**src/rtl/bin2dec_pkg.sv**
```systemverilog
package bin2dec_pkg;

  typedef logic [3:0] dec_digit_t;

  // Number of decimal digits needed for the largest value of a w-bit word.
  function automatic int dec_digits_for(input int w);
    longint unsigned top_val;
    int n;
    top_val = (64'd1 << w) - 64'd1;
    n = 0;
    while (top_val > 0) begin
      top_val = top_val / 10;
      n = n + 1;
    end
    if (n == 0) n = 1;
    return n;
  endfunction

  // A digit position needs a correction cell from this stage onward.
  function automatic int first_fix_stage(input int digit_idx);
    return 3 * digit_idx;
  endfunction

endpackage

```
**src/rtl/dec_fix_cell.sv**
```systemverilog
module dec_fix_cell (
  input  logic [3:0] val_i,
  output logic [3:0] val_o
);

  logic at_or_above_five;

  assign at_or_above_five = (val_i > 4'd4);
  assign val_o = at_or_above_five ? (val_i + 4'd3) : val_i;

  // the surrounding array must never present a non-decimal code
  always_comb begin
    assert_cell_input_decimal_R7: assert (val_i <= 4'd9)
      else $error("correction cell received %0d", val_i);
  end

endmodule

```
**src/rtl/dec_fix_stage.sv**
```systemverilog
module dec_fix_stage #(
  parameter int NDIG      = 3,
  parameter int STAGE_IDX = 0,
  localparam int WORK_W   = 4 * NDIG
) (
  input  logic [WORK_W-1:0] work_i,
  output logic [WORK_W-1:0] work_o
);

  import bin2dec_pkg::*;

  for (genvar d = 0; d < NDIG; d++) begin : g_digit
    if (STAGE_IDX >= first_fix_stage(d)) begin : g_cell
      dec_fix_cell u_cell (
        .val_i (work_i[4*d +: 4]),
        .val_o (work_o[4*d +: 4])
      );
    end else begin : g_pass
      assign work_o[4*d +: 4] = work_i[4*d +: 4];
    end
  end

endmodule

```
**src/rtl/dec_shift_array.sv**
```systemverilog
module dec_shift_array #(
  parameter int BIN_W   = 8,
  localparam int NDIG   = bin2dec_pkg::dec_digits_for(BIN_W),
  localparam int WORK_W = 4 * NDIG,
  localparam int NSTG   = BIN_W - 3
) (
  input  logic [BIN_W-1:0]  bin_i,
  output logic [WORK_W-1:0] dec_o
);

  logic [NSTG:0][WORK_W-1:0]   shifted;
  logic [NSTG-1:0][WORK_W-1:0] fixed;

  // first working value: three top input bits under a zero pad
  assign shifted[0] = {{(WORK_W-3){1'b0}}, bin_i[BIN_W-1 -: 3]};

  for (genvar s = 0; s < NSTG; s++) begin : g_stage
    dec_fix_stage #(
      .NDIG      (NDIG),
      .STAGE_IDX (s)
    ) u_stage (
      .work_i (shifted[s]),
      .work_o (fixed[s])
    );

    assign shifted[s+1] = {fixed[s][WORK_W-2:0], bin_i[BIN_W-4-s]};

    // the bit pushed out at the top must be empty, or hundreds would be lost
    always_comb begin
      assert_no_lost_bit_R3: assert (fixed[s][WORK_W-1] == 1'b0)
        else $error("stage %0d dropped a set bit", s);
    end
  end

  assign dec_o = shifted[NSTG];

endmodule

```
**src/rtl/bin2dec8.sv**
```systemverilog
module bin2dec8 (
  input  logic [7:0] bin_i,
  output logic [3:0] units_o,
  output logic [3:0] tens_o,
  output logic [3:0] hundreds_o
);

  localparam int BIN_W  = 8;
  localparam int NDIG   = bin2dec_pkg::dec_digits_for(BIN_W);
  localparam int WORK_W = 4 * NDIG;

  logic [WORK_W-1:0] dec_all;

  dec_shift_array #(
    .BIN_W (BIN_W)
  ) u_array (
    .bin_i (bin_i),
    .dec_o (dec_all)
  );

  assign units_o    = dec_all[3:0];
  assign tens_o     = dec_all[7:4];
  assign hundreds_o = dec_all[11:8];

  always_comb begin
    // each digit is a decimal code
    assert_digits_decimal_R4: assert ((units_o <= 4'd9) && (tens_o <= 4'd9))
      else $error("non-decimal digit u=%0d t=%0d", units_o, tens_o);
    // hundreds limited to 2 for an 8-bit input
    assert_hundreds_small_R5: assert (hundreds_o <= 4'd2)
      else $error("hundreds digit %0d", hundreds_o);
    // digits recombine to the input value
    assert_value_kept_R1: assert ((int'(hundreds_o) * 100 + int'(tens_o) * 10
                                   + int'(units_o)) == int'(bin_i))
      else $error("digits do not match input %0d", bin_i);
    // parity carried straight through
    assert_lsb_through_R6: assert (units_o[0] == bin_i[0])
      else $error("units parity mismatch");
  end

endmodule

```
**config.mk**
```make
export PLATFORM = sky130hd
export DESIGN_NAME = bin2dec8
export DESIGN_NICKNAME = d
export VERILOG_FILES = /design/src/rtl/bin2dec_pkg.sv /design/src/rtl/dec_fix_cell.sv /design/src/rtl/dec_fix_stage.sv /design/src/rtl/dec_shift_array.sv /design/src/rtl/bin2dec8.sv
export SDC_FILE = /design/constraint.sdc
export NUM_CORES = 1
export LEC_CHECK = 0
export ABC_AREA = 1
export BUFFER_PORTS_ARGS = -buffer_cell sky130_fd_sc_hd__clkbuf_2
export CAP_MARGIN = 20
export CORE_UTILIZATION = 30
export DETAILED_ROUTE_END_ITERATION = 10
export GPL_ROUTABILITY_DRIVEN = 0
export GPL_TIMING_DRIVEN = 0
export PLACE_DENSITY = 0.51
export SLEW_MARGIN = 20
export SYNTH_ARGS = -nofsm -noshare
export SYNTH_HDL_FRONTEND = slang
export SYNTH_SLANG_ARGS = --single-unit
```
**constraint.sdc**
```tcl
create_clock -name vclk -period 4.91
set_clock_uncertainty 0.1 [all_clocks]
set_input_delay 0.491 -clock vclk [all_inputs]
set_output_delay 0.491 -clock vclk [all_outputs]
set_load 0.1 [all_outputs]
```
-- Word level (Yosys, flattened, before mapping)
Cells that the tools add are included.
Widths: inputs -> output; s select.
- register bits: 0
- bits in latches: 0
- memory bits (writable): 0
- bits in read-only memories: 0
- bits of input ports: 8
- output and inout port bits: 12
- word-level logic and storage cells: 21
- memories: 0
- add/sub/neg operators: 7
- multipliers: 0
- div/mod/pow operators: 0
- magnitude comparators: 7
- eq/ne operators: 0
- shift operators: 0
- multiplexer cells: 7
- bitwise logic cells: 0
- reduce and logical (&&, ||, !) cells: 0
- operators with widths (cell ; count):
    $mux 4 ; 7
    $add 4x2->4 const B ; 5
    $gt 4x3->1 const B ; 5
    $add 3x2->4 const B ; 2
    $gt 3x3->1 const B ; 2

-- Logic depth before layout (Yosys ltp)
- depth after elaboration: 10
- gate-level depth with buffers: 28
- depth with buffers taken out: 28

-- Modules after synthesis
A second synthesis with hierarchy kept.
- cell total of the unflattened synthesis: 237
- area total of the unflattened synthesis: 1188.6 um^2
- by module, submodules not included (module ; instances ; cells each ; area each (um^2) ; seq. area each (um^2)):
    dec_fix_cell ; 7 ; 29 ; 133.9 ; 0.0
    dec_fix_stage (u_array.g_stage[0].u_stage ...) ; 3 ; 8 ; 60.1 ; 0.0
    dec_fix_stage (u_array.g_stage[3].u_stage ...) ; 2 ; 4 ; 30.0 ; 0.0
    dec_shift_array ; 1 ; 2 ; 11.3 ; 0.0

-- Worst setup path before layout
OpenSTA, ideal clock, no wires.
- path kind: input -> output
- start point: input port bin_i[5]
- end point: output port tens_o[3]
- arrival time: 4807 ps
- data required time: 4319 ps
- path slack: -488 ps
- cell stages on the path: 24
- buffers on the path: 0
- cells stage by stage: inv_1 > ha_1 > inv_1 > ha_1 > inv_2 > nand2_1 > nand2_2 > o21ai_2 > nand2_2 > nand2_2 > nand2_4 > nand2_4 > nand2_1 > nand2_1 > inv_2 > ha_1 > inv_1 > nand3_4 > clkinv_1 > nand3_1 > nand2_1 > inv_1 > ha_1 > o21ai_0
- longest elaborated chain between the ends: 10
- elaborated cells on any way between the ends: 18
- classes of those cells: add/sub: 6; order compare: 6; mux: 6
- RTL lines (element ; line ; RTL):
    start, declared ; bin2dec8.sv:2 ; input logic [7:0] bin_i,
    $add 3x2->4 or $gt 3x3->1 (tied branches) ; dec_fix_cell.sv:9, dec_fix_cell.sv:8 ;
    $mux 4 * ; dec_fix_cell.sv:9 ; assign val_o = at_or_above_five ? (val_i + 4'd3) : val_i;
    $add 4x2->4 or $gt 4x3->1 (tied branches) ; dec_fix_cell.sv:9, dec_fix_cell.sv:8 ;
    $mux 4 ; dec_fix_cell.sv:9 ;
    $add 4x2->4 or $gt 4x3->1 (tied branches) ; dec_fix_cell.sv:9, dec_fix_cell.sv:8 ;
    $mux 4 ; dec_fix_cell.sv:9 ;
    $add 4x2->4 (tied with other cells) ; dec_fix_cell.sv:9 ;
    $mux 4 ; dec_fix_cell.sv:9 ;
    $add 4x2->4 or $gt 4x3->1 (tied branches) ; dec_fix_cell.sv:9, dec_fix_cell.sv:8 ;
    $mux 4 * ; dec_fix_cell.sv:9 ;
    end, declared ; bin2dec8.sv:4 ; output logic [3:0] tens_o,
Every way passes the cells marked *; elsewhere a longest branch is shown, timed or not.

-- Worst setup path after layout
- start point: input port bin_i[5]
- end point: output port units_o[2]
- longest elaborated chain between the ends: 10
- elaborated cells on any way between the ends: 15
- classes of those cells: add/sub: 5; order compare: 5; mux: 5
- RTL lines (element ; line ; RTL):
    $add 3x2->4 or $gt 3x3->1 (tied branches) ; dec_fix_cell.sv:9, dec_fix_cell.sv:8 ;
    $mux 4 * ; dec_fix_cell.sv:9 ;
    $add 4x2->4 or $gt 4x3->1 (tied branches) ; dec_fix_cell.sv:9, dec_fix_cell.sv:8 ;
    $mux 4 * ; dec_fix_cell.sv:9 ;
    $add 4x2->4 or $gt 4x3->1 (tied branches) ; dec_fix_cell.sv:9, dec_fix_cell.sv:8 ;
    $mux 4 * ; dec_fix_cell.sv:9 ;
    $gt 4x3->1 or $add 4x2->4 (tied branches) ; dec_fix_cell.sv:8, dec_fix_cell.sv:9 ;
    $mux 4 * ; dec_fix_cell.sv:9 ;
    $add 4x2->4 or $gt 4x3->1 (tied branches) ; dec_fix_cell.sv:9, dec_fix_cell.sv:8 ;
    $mux 4 * ; dec_fix_cell.sv:9 ;
    end, declared ; bin2dec8.sv:3 ; output logic [3:0] units_o,
Marked as above.

==> results.py <==
metrics = {
    "run_status": {
        "status": "complete, no violations",
    },
    "clock_network": {
        "postCtsHoldBufs": 0,
        "postCtsResizedCells": 0,
        "postCtsSetupRepairBufs": 0,
    },
    "power_and_ir_drop": {
        "p_clk_frac": 0,
        "pwr-share-comb": 1.000,
        "leakagePower_uw": 0.000569,
        "power_density_nw_per_um2": 406,
        "internal-power_uw": 77.1,
        "power.share.switching": 0.788,
        "netSwitchingPower_uw": 287,
        "p_seq_frac": 0,
        "ir_worst_vdd_uv": 286,
    },
    "floorplanning": {
        "fp.coreArea_um2": 2450,
        "start_util": 0.314,
        "core.rowCount": 18,
        "die_w_um": 52.7,
        "die_area_um2": 2780,
        "die_height_um": 52.7,
        "boundaryPins": 20,
    },
    "timing": {
        "hold_ws_ns": 1.34,
        "worst_slew_pin_slew_ns": 0.540,
        "period_needed_ns": 4.44,
        "finalSetupViolCount": 0,
        "hold_violations": 0,
        "final.period_utilization": 0.905,
        "setup_ws_ns": 0.466,
        "fin_setup_tns_ns": 0,
        "maxSlewHeadroom": 0.641,
        "max_freq_mhz": 225,
        "grt_setup_unrepaired": "no",
        "drv_slew": 0,
    },
    "cells_and_area": {
        "nNetsFinal": 169,
        "seqCellArea_um2": 0,
        "layoutNonFillerInstCount": 182,
        "antenna_cells": 0,
        "areaGrowthSynthToFinish_pct": 16.4,
        "drive_gt1_frac": 0.388,
        "fill_cells": 293,
        "nFlopsAndLatches": 0,
        "clkbuf_count": 0,
    },
    "setup_path": {
        "cp_slowest_cell": "clkbuf_2",
        "startpoint_type": "input port",
        "worstPathMaxFanout": 5,
        "max_stage_delay_ns": 0.46,
        "required_ns": 4.32,
        "arrival_ns": 3.85,
        "criticalPathCategory": "in2out",
        "crit_path_end_kind": "output port",
    },
    "yosys": {
        "netlist_instances": 134,
        "synth.distinct_cells": 21,
        "avgSynthCellArea_um2": 5.75,
        "ys_seq_area_frac": 0,
        "syn_area_um2": 771,
        "yosysWarnings": 0,
    },
    "hold_path": {
        "hp-class": "in2out",
        "hold_path_end": "units_o[0]",
        "holdPathStages": 2,
        "min-delay-start": "bin_i[0]",
    },
    "global_routing": {
        "grt_overflow": 0,
        "antenna_found_initial": 0,
        "grt_max_degree": 7,
        "grt_util_all_layers": 0.111,
        "grt_pass1_vias": 679,
        "grt_pass1_wl_um": 2500,
    },
    "drt": {
        "vias": 769,
        "firstDrtPassIters": 4,
        "drc": 0,
        "vias_per_cell": 4.23,
        "ant_nets": 0,
        "wl_per_cell_um": 7.47,
        "wl_um": 1360,
        "drt_iter0_drc": 7,
    },
    "placed_design": {
        "placed_cells": 182,
        "place_ws_ns": 0.445,
        "portBuffers": 17,
        "hpwlAfterDp_um": 1260,
    },
    "flow_run": {
        "drv_cap": 0,
    },
}
synth_stat cells, drive strengths merged:
cell,instances,share of area
a21oi,2,0.018
and2,1,0.011
buf,3,0.029
clkinv,1,0.0049
conb,1,0.0049
ha,7,0.11
inv,31,0.15
nand2,53,0.37
nand3,19,0.17
nor2,3,0.015
nor3,1,0.0065
o21ai,11,0.091
xnor2,1,0.021
layout make-up:
type / count / area (um^2) / area share
plain buffers: 3 / 22.5 / 0.0251
well taps: 30 / 37.5 / 0.0418
inverters: 32 / 120 / 0.134
repair buffers: 17 / 85.1 / 0.0948
multi-input cells: 100 / 632 / 0.704
metrics by stage:
step	area, um^2	util	total power (uW)
2_1_floorplan	774	-	323
3_3_place_gp	897	0.365	363
3_5_place_dp	897	0.365	367
4_1_cts	897	0.365	367
5_1_grt	897	0.365	391
6_report	897	0.365	364
layout by cell type, fill, tap and decap left out:
| master | Yosys | layout |
|---|---|---|
| a21oi_1 | 1 | 1 |
| a21oi_2 | 1 | 1 |
| and2_4 | 1 | 1 |
| buf_4 | 3 | 3 |
| clkbuf_2 | 0 | 17 |
| clkinv_1 | 1 | 1 |
| conb_1 | 1 | 2 |
| ha_1 | 7 | 7 |
| inv_1 | 26 | 26 |
| inv_2 | 5 | 5 |
| nand2_1 | 31 | 31 |
| nand2_2 | 16 | 16 |
| nand2_4 | 6 | 6 |
| nand3_1 | 14 | 14 |
| nand3_2 | 4 | 4 |
| nand3_4 | 1 | 1 |
| nor2_1 | 3 | 3 |
| nor3_1 | 1 | 1 |
| o21ai_0 | 3 | 2 |
| o21ai_1 | 4 | 5 |
| o21ai_2 | 4 | 4 |
| xnor2_2 | 1 | 1 |
per-layer routing:
metal  wire, um  share of wire  up-vias  track usage
li1           -              -      442            -
met1        703           0.52      315        0.143
met2        622           0.46       12        0.213
met3         33          0.024        0            0
met4          0              0        0            0
met5          0              0        -            0
power groups by stage:
stage          clock network (uW)  logic (uW)  registers [uW]
4_1_cts                         0         367               0
6_report                        0         364               0
2_1_floorplan                   0         323               0
5_1_grt                         0         391               0
3_5_place_dp                    0         367               0
3_3_place_gp                    0         363               0
worst max path at each step:
stage / end / depth (start not counted) / start / slack (ns)
after global placement: units_o[2] / 29 / bin_i[5] / 0.51
after global routing: units_o[2] / 29 / bin_i[6] / 0.14
final: units_o[2] / 29 / bin_i[5] / 0.47
after floorplan: tens_o[2] / 26 / bin_i[5] / 0.13
after detailed placement: units_o[2] / 29 / bin_i[5] / 0.44
after CTS: units_o[2] / 29 / bin_i[5] / 0.44
worst max-delay path, delay by kind of cell:
| kind | cells | cell delay [ns] |
|---|---|---|
| compound gates | 1 | 0.05 |
| buf+inv | 8 | 0.97 |
| fa+ha+maj | 4 | 0.83 |
| simple gates | 16 | 1.50 |
cell families (layout without fill, tap and decap cells):
group	after synthesis	after routing	share of synthesized area
buf+inv	35	52	0.185
compound gates	13	13	0.109
other cells	1	2	0.00487
simple gates	77	77	0.567
xor+xnor	1	1	0.0211
fa+ha+maj	7	7	0.114
Note: power is estimated with default switching activity, not from simulation.
